**src/rtl/fwd_pkg.sv**
```systemverilog
package fwd_pkg;
   typedef enum logic [1:0] {
      FWD_RF = 2'b00,
      FWD_Z4 = 2'b01,
      FWD_Z5 = 2'b10
   } fwd_sel_e;

   localparam int unsigned N_OPND = 2;
endpackage

```
**src/rtl/fwd_match.sv**
```systemverilog
module fwd_match #(
   parameter int unsigned REG_W          = 5,
   parameter bit          ZERO_HARDWIRED = 1'b1
) (
   input  logic             prod_ok_i,
   input  logic [REG_W-1:0] prod_dst_i,
   input  logic             src_used_i,
   input  logic [REG_W-1:0] src_reg_i,
   output logic             hit_o
);
   logic same_reg;
   logic dst_real;

   assign same_reg = (prod_dst_i == src_reg_i);

   generate
      if (ZERO_HARDWIRED) begin : g_zero_fixed
         assign dst_real = |prod_dst_i;
      end else begin : g_zero_normal
         assign dst_real = 1'b1;
      end
   endgenerate

   assign hit_o = prod_ok_i & src_used_i & dst_real & same_reg;
endmodule

```
**src/rtl/fwd_pick.sv**
```systemverilog
module fwd_pick
   import fwd_pkg::*;
(
   input  logic     hit_near_i,
   input  logic     hit_far_i,
   output fwd_sel_e sel_o
);
   always_comb begin
      if (hit_near_i)      sel_o = FWD_Z4;
      else if (hit_far_i)  sel_o = FWD_Z5;
      else                 sel_o = FWD_RF;
   end
endmodule

```
**src/rtl/fwd_opnd_mux.sv**
```systemverilog
module fwd_opnd_mux
   import fwd_pkg::*;
#(
   parameter int unsigned DATA_W = 32
) (
   input  fwd_sel_e          sel_i,
   input  logic [DATA_W-1:0] file_i,
   input  logic [DATA_W-1:0] near_i,
   input  logic [DATA_W-1:0] far_i,
   output logic [DATA_W-1:0] val_o
);
   always_comb begin
      unique case (sel_i)
         FWD_Z4:  val_o = near_i;
         FWD_Z5:  val_o = far_i;
         default: val_o = file_i;
      endcase
   end
endmodule

```
**src/rtl/fwd_unit.sv**
```systemverilog
module fwd_unit
   import fwd_pkg::*;
#(
   parameter int unsigned REG_W          = 5,
   parameter int unsigned DATA_W         = 32,
   parameter bit          ZERO_HARDWIRED = 1'b1
) (
   input  logic              s3_valid_i,
   input  logic              s3_alu_i,
   input  logic              s3_imm_i,
   input  logic [REG_W-1:0]  s3_rb_i,
   input  logic [REG_W-1:0]  s3_rc_i,
   input  logic              s4_valid_i,
   input  logic              s4_alu_i,
   input  logic [REG_W-1:0]  s4_ra_i,
   input  logic              s5_valid_i,
   input  logic              s5_alu_i,
   input  logic [REG_W-1:0]  s5_ra_i,
   input  logic [DATA_W-1:0] opnd_b_i,
   input  logic [DATA_W-1:0] opnd_c_i,
   input  logic [DATA_W-1:0] z4_i,
   input  logic [DATA_W-1:0] z5_i,
   output logic [1:0]        x_sel_o,
   output logic [1:0]        y_sel_o,
   output logic [DATA_W-1:0] x_val_o,
   output logic [DATA_W-1:0] y_val_o
);
   generate
      if (REG_W < 1 || REG_W > 8) begin : g_bad_reg_w
         $error("fwd_unit: REG_W out of range");
      end
      if (DATA_W < 1) begin : g_bad_data_w
         $error("fwd_unit: DATA_W must be positive");
      end
   endgenerate

   logic              consumer_ok;
   logic              near_ok;
   logic              far_ok;
   logic [REG_W-1:0]  src_reg  [N_OPND];
   logic              src_used [N_OPND];
   logic [DATA_W-1:0] file_val [N_OPND];
   logic [DATA_W-1:0] out_val  [N_OPND];
   fwd_sel_e          sel      [N_OPND];

   assign consumer_ok = s3_valid_i & s3_alu_i;
   assign near_ok     = s4_valid_i & s4_alu_i;
   assign far_ok      = s5_valid_i & s5_alu_i;

   assign src_reg[0]  = s3_rb_i;
   assign src_reg[1]  = s3_rc_i;
   assign src_used[0] = consumer_ok;
   assign src_used[1] = consumer_ok & ~s3_imm_i;
   assign file_val[0] = opnd_b_i;
   assign file_val[1] = opnd_c_i;

   for (genvar g = 0; g < N_OPND; g++) begin : g_lane
      logic hit_near;
      logic hit_far;

      fwd_match #(.REG_W(REG_W), .ZERO_HARDWIRED(ZERO_HARDWIRED)) u_near (
         .prod_ok_i  (near_ok),
         .prod_dst_i (s4_ra_i),
         .src_used_i (src_used[g]),
         .src_reg_i  (src_reg[g]),
         .hit_o      (hit_near)
      );

      fwd_match #(.REG_W(REG_W), .ZERO_HARDWIRED(ZERO_HARDWIRED)) u_far (
         .prod_ok_i  (far_ok),
         .prod_dst_i (s5_ra_i),
         .src_used_i (src_used[g]),
         .src_reg_i  (src_reg[g]),
         .hit_o      (hit_far)
      );

      fwd_pick u_pick (
         .hit_near_i (hit_near),
         .hit_far_i  (hit_far),
         .sel_o      (sel[g])
      );

      fwd_opnd_mux #(.DATA_W(DATA_W)) u_mux (
         .sel_i  (sel[g]),
         .file_i (file_val[g]),
         .near_i (z4_i),
         .far_i  (z5_i),
         .val_o  (out_val[g])
      );
   end

   assign x_sel_o = sel[0];
   assign y_sel_o = sel[1];
   assign x_val_o = out_val[0];
   assign y_val_o = out_val[1];
endmodule

```
**config.mk**
```make
export PLATFORM = sky130hd
export DESIGN_NAME = fwd_unit
export DESIGN_NICKNAME = d
export VERILOG_FILES = /design/src/rtl/fwd_pkg.sv /design/src/rtl/fwd_match.sv /design/src/rtl/fwd_pick.sv /design/src/rtl/fwd_opnd_mux.sv /design/src/rtl/fwd_unit.sv
export SDC_FILE = /design/constraint.sdc
export NUM_CORES = 1
export LEC_CHECK = 0
export BUFFER_PORTS_ARGS = -buffer_cell sky130_fd_sc_hd__buf_2
export CAP_MARGIN = 20
export CORE_AREA = 2 2 86 88
export DETAILED_ROUTE_END_ITERATION = 10
export DIE_AREA = 0 0 88 90
export GPL_TIMING_DRIVEN = 0
export PLACE_DENSITY = 0.73
export SYNTH_ARGS = -nofsm -noshare
export SYNTH_HDL_FRONTEND = slang
export SYNTH_SLANG_ARGS = --single-unit
```
**constraint.sdc**
```tcl
create_clock -name vclk -period 2
set_input_delay 0.4 -clock vclk [all_inputs]
set_output_delay 0.4 -clock vclk [all_outputs]
set_load 0.01 [all_outputs]
```
==> run metrics, run 1 <==
status complete, but fails checks; violated checks negative setup slack; WS Path Type input pin to output port; Max IR drop VDD 0.0000677 V; area delta synth->final 109%; Final ANT Viol Nets 0; Max Slew Vio Count 0; row count 31; maximum fanout along the worst path 5; die height 90 um; cell area after synthesis 1710 um^2; crit share post-route 114%; sequential area share after synthesis 0%; PwrDens 133 nW/um^2; CP Launch Type input pin; largest net degree at the start of global routing 11; maxcap violations 0; Final setup viols 65; first-pass GRT wire length 12,600 um; DR WL/cell 14.9 um; Yosys cell types 18; Worst Setup End Kind output port; vias in the first global route 2,728; Period minus WS final 2280 ps; Ports 223; CORE AREA 7020 um^2; Vias 2,823; setup ws final -277 ps; RSZ-0062 raised after global routing true; Via density 4.77; clock buffer count 0; PortBufs 223; leakage power 1.72 nW; DR iter-0 viols 43; share of layout cells above drive strength 1 58.0%; area leader, netlist mux2i_1; Mean Syn Cell Area 6.66 um^2; First-pass DRT Iterations 4; Starting Density 24.4%; Final Hold Fails 0; Synth area leaders mux2i_1 37%, a21oi_1 19%, nor2_1 15%, buf_12 7.0%, xor2_1 6.1%; Placer Congestion 0.846; DRC violations left 0; Seq Cell Count 0; total global routing overflow 0; Crit path required time 1600 ps; yosys warns 0; die span in x 88 um; Nets 650; syn nets 412; final wirelength 8830 um; Sequential Area 0 um^2; Final Non-Filler Cells 592; WP data arrival 1880 ps; GRT Util Overall 19.6%; Syn Inst Count 257; Power Total 0.478 mW; post-synth top area share 37.4%; f_max 439 MHz; class of the worst hold path input pin to output port; Worst Tran Pin Value 258 ps; Placed Instances 579; Worst slew margin 82.7%; die footprint 7920 um^2; antenna violations before repair 0; HPWL after detailed placement 6620 um; n_diodes 0
-- layout make-up --
cell class | count | area [um^2]
fill | 671 | 3430
multi-input combinational | 231 | 1620
timing repair buffer | 238 | 1490
buffer | 22 | 345
tap | 99 | 124
inverter | 2 | 10.0
-- routing by layer --
| metal | part of all wire (%) | track usage, % | vias up |
|---|---|---|---|
| met1 | 39 | 22.4 | 1295 |
| met5 | 0 | 0 | - |
| met2 | 53 | 39.1 | 146 |
| met3 | 6.6 | 1.65 | 6 |
| li1 | - | - | 1376 |
| met4 | 0.80 | 2.05 | 0 |
-- Yosys cell counts (all sizes together) --
| master | number |
|---|---|
| nor2 | 67 |
| a21oi | 66 |
| mux2i | 64 |
| buf | 14 |
| xor2 | 12 |
| clkbuf | 10 |
| xnor2 | 8 |
| nand4 | 4 |
| nor3 | 4 |
| and2 | 2 |
| inv | 2 |
| and4 | 1 |
| nand3 | 1 |
| nor4 | 1 |
| nor4b | 1 |
-- what timing repair did --
item                       CTS  global route
pin swaps                   13            33
hold buffers                 0             0
resized for setup           87            21
setup endpoints to repair   68            68
gates cloned                 6             2
buffers inserted             8             0
-- critical path, cell delays in order --
cell	delay [ps]
buf_8	100
xnor2_2	130
nand4_1	180
nor4b_4	250
buf_6	200
buf_12	150
mux2i_4	240
a21oi_2	70
buf_4	150
-- layout by cell type (no fill, tap or decap), types with 2 or more instances in the layout --
cell,count
a21oi_1,57
a21oi_2,9
buf_12,7
buf_16,3
buf_2,203
buf_4,8
buf_6,17
buf_8,9
clkbuf_16,6
clkbuf_2,4
clkbuf_8,2
mux2i_1,60
mux2i_4,3
nand4_1,4
nor2_1,63
nor2_2,4
nor3_1,4
xnor2_1,4
xnor2_2,4
xor2_1,12
-- worst paths after layout --
kind,start,cells past startpoint,end,slack [ps]
worst min-delay path,z4_i[7],4,x_val_o[7],1150
worst max-delay path,s3_rc_i[4],9,y_val_o[29],-280
-- through the flow --
step / setup TNS (ps) / instance area (um^2) / util, % / hold slack (ps) / setup WS (ps)
floorplan: 0 / 1710 / - / 946 / 74.2
global placement: -26090 / 2950 / 42.1 / 1150 / -514
detailed placement: -27740 / 2950 / 42.1 / 1150 / -543
CTS: -13090 / 3460 / 49.3 / 1150 / -265
global route: -19280 / 3590 / 51.1 / 1170 / -356
finish: -13610 / 3590 / 51.1 / 1150 / -277
-- power by group --
part / total (mW) / internal [mW] / switching [mW]
logic: 0.478 / 0.265 / 0.213
registers: 0 / 0 / 0
clock network: 0 / 0 / 0
total: 0.478 / 0.265 / 0.213
-- kinds of logic (layout without fill, tap and decap cells) --
family,Yosys count,count (layout),synth area share [%]
mux,64,64,37.4
compound gates,66,66,19.3
simple gates,81,81,20.1
xor+xnor,20,20,10.2
buf+inv,26,262,13.0
No activity file was read; power rests on OpenSTA's default activity.
==> inputs of run 2 (changes only) <==
--- a/config.mk
+++ b/config.mk
@@ -8,3 +8,2 @@
 export BUFFER_PORTS_ARGS = -buffer_cell sky130_fd_sc_hd__buf_2
-export CAP_MARGIN = 20
 export CORE_AREA = 2 2 86 88
==> constraint.sdc (replaced) <==
create_clock -name vclk -period 2
set_input_delay 0.4 -clock vclk [all_inputs]
set_output_delay 0.4 -clock vclk [all_outputs]
set_load 0.02 [all_outputs]
==> run 2 against run 1 <==
The flow still finishes with violations (negative setup slack). Non-clock buffer count up 7. Combinational power up 27%. Critical path depth up 1. Wire length rose by 10%. Largest cell class unchanged.
==> run metrics, run 2 (synthesized netlist as in run 1, its figures left out) <==
Internal 0.314 mW (was 0.265 mW); Nets 657 (was 650); CP max stage cell and4_1 (was nor4b_4); leading cell type in the layout, fill and taps excluded buf_2 (unchanged); worst path cell trace buf_8 -> xor2_1 -> nor3_1 -> and4_1 -> buf_6 -> buf_12 -> buf_12 -> mux2i_4 -> a21oi_2 -> buf_4 (was buf_8 -> xnor2_2 -> nand4_1 -> nor4b_4 -> buf_6 -> buf_12 -> mux2i_4 -> a21oi_2 -> buf_4); Final Hold Fails 0 (unchanged); area delta synth->final 133% (was 109%); setup ws final -347 ps (was -277 ps); Worst Setup End Kind output port (unchanged); combinational fraction of design power 100.0% (about the same); n_diodes 0 (unchanged); clock buffer count 0 (unchanged); Final setup viols 68 (was 65); WS Path Type input pin to output port (unchanged); first-pass GRT wire length 13,000 um (was 12,600 um); HPWL after detailed placement 6850 um (was 6620 um); Worst slew margin 83.8% (was 82.7%); clock power share 0% (about the same); Hold Slack 1160 ps (was 1150 ps); share of layout cells above drive strength 1 65.2% (was 58.0%); class of the worst hold path input pin to output port (unchanged); most frequent cells in the layout 170 x buf_2, 62 x nor2_1, 45 x mux2i_1, 41 x a21oi_1, 37 x buf_4 (was 203 x buf_2, 63 x nor2_1, 60 x mux2i_1, 57 x a21oi_1, 17 x buf_6); Via density 4.84 (was 4.77); GRT Util Overall 20.3% (was 19.6%); final wirelength 9750 um (was 8830 um); Final Non-Filler Cells 599 (was 592); die footprint 7920 um^2 (unchanged); Max Slew Vio Count 0 (unchanged); Ports 223 (unchanged); Crit path required time 1600 ps (about the same); Seq Cell Count 0 (unchanged); Sequential Area 0 um^2 (unchanged); status complete, but fails checks (unchanged); PwrDens 152 nW/um^2 (was 133 nW/um^2); Max IR drop VDD 0.000103 V (was 0.0000677 V); maxcap violations 0 (unchanged); hold path startpoint z4_i[23] (was z4_i[7]); Starting Density 24.4% (unchanged); largest net degree at the start of global routing 11 (unchanged); Crit. Startpoint s3_rb_i[4] (was s3_rc_i[4]); antenna violations before repair 0 (unchanged); die span in x 88 um (unchanged); most used cell, CP buf_12; DR WL/cell 16.3 um (was 14.9 um); placed cell area 3030 um^2 (was 2950 um^2); Placer Congestion 0.864 (was 0.846); vias in the first global route 2,720 (was 2,728); WP data arrival 1950 ps (was 1880 ps); total global routing overflow 0 (unchanged); f_max 426 MHz (was 439 MHz); sequential share of power 0% (about the same); leakage power 1.85 nW (was 1.72 nW); Final ANT Viol Nets 0 (unchanged); Period minus WS final 2350 ps (was 2280 ps); Fill cells 635 (was 671); Vias 2,901 (was 2,823); row count 31 (unchanged); crit share post-route 117% (was 114%); DR iter-0 viols 64 (was 43); Finished Cell Area 4000 um^2 (was 3590 um^2); Placed Instances 579 (unchanged); DRC violations left 0 (unchanged); RSZ-0062 raised after global routing true (unchanged); CTS Hold Bufs 0 (unchanged); Worst Tran Pin Value 240 ps (was 258 ps); maximum fanout along the worst path 5 (unchanged); First-pass DRT Iterations 4 (unchanged); PortBufs 223 (unchanged); CP max stage delay 230 ps (was 250 ps); Sw Ratio 48.4% (was 44.6%); CP Launch Type input pin (unchanged); CORE AREA 7020 um^2 (unchanged); die height 90 um (unchanged); NetSw 0.295 mW (was 0.213 mW); violated checks negative setup slack (unchanged)
run 2: what timing repair did:
| action | 4_1_cts | 5_1_grt |
|---|---|---|
| gates resized for setup | 99 | 85 |
| pin swaps | 16 | 33 |
| setup endpoints to repair | 68 | 68 |
| setup buffers | 11 | 2 |
| gates cloned | 5 | 4 |
run 2: routing by layer:
metal / GRT usage [%] / part of all wire, %
met4: 3.59 / 2.2
met3: 1.29 / 6.1
met5: 0 / 0
met1: 22.4 / 37
met2: 41.0 / 55
run 2: cell type report:
class	instances	area [um^2]	share of cell area [%]
well taps	99	124	3.10
plain buffers	22	313	7.82
inverters	2	15.0	0.375
multi-input cells	231	1820	45.4
repair buffers	245	1730	43.3
run 2: final timing paths:
| kind | to | slack (ps) | cells after the start |
|---|---|---|---|
| setup / recovery | x_val_o[13] | -350 | 10 |
| hold / removal | x_val_o[23] | 1160 | 4 |
run 2: worst max-delay path, delay by kind of cell:
family	cells	cell delay, ps
AOI/OAI and AO/OA	1	80
xor gates and xnor gates	1	160
buffers and inverters	5	650
muxes	1	230
and+or+nand+nor	2	420
run 2: power by group through the flow:
stage                     Clock, mW  Sequential, mW  Combinational, mW
after global placement            0               0              0.482
final                             0               0              0.609
after detailed placement          0               0              0.493
after CTS                         0               0              0.538
after global routing              0               0              0.644
after floorplan                   0               0              0.227
run 2: stage by stage:
step	power, mW	utilization [%]	TNS [ps]	setup slack, ps
after floorplan	0.227	-	-2580	-64.9
after global placement	0.482	43.2	-31970	-639
after detailed placement	0.493	43.2	-31830	-617
after CTS	0.538	51.4	-15860	-294
after global routing	0.644	57.0	-22010	-398
final	0.609	57.0	-18800	-347
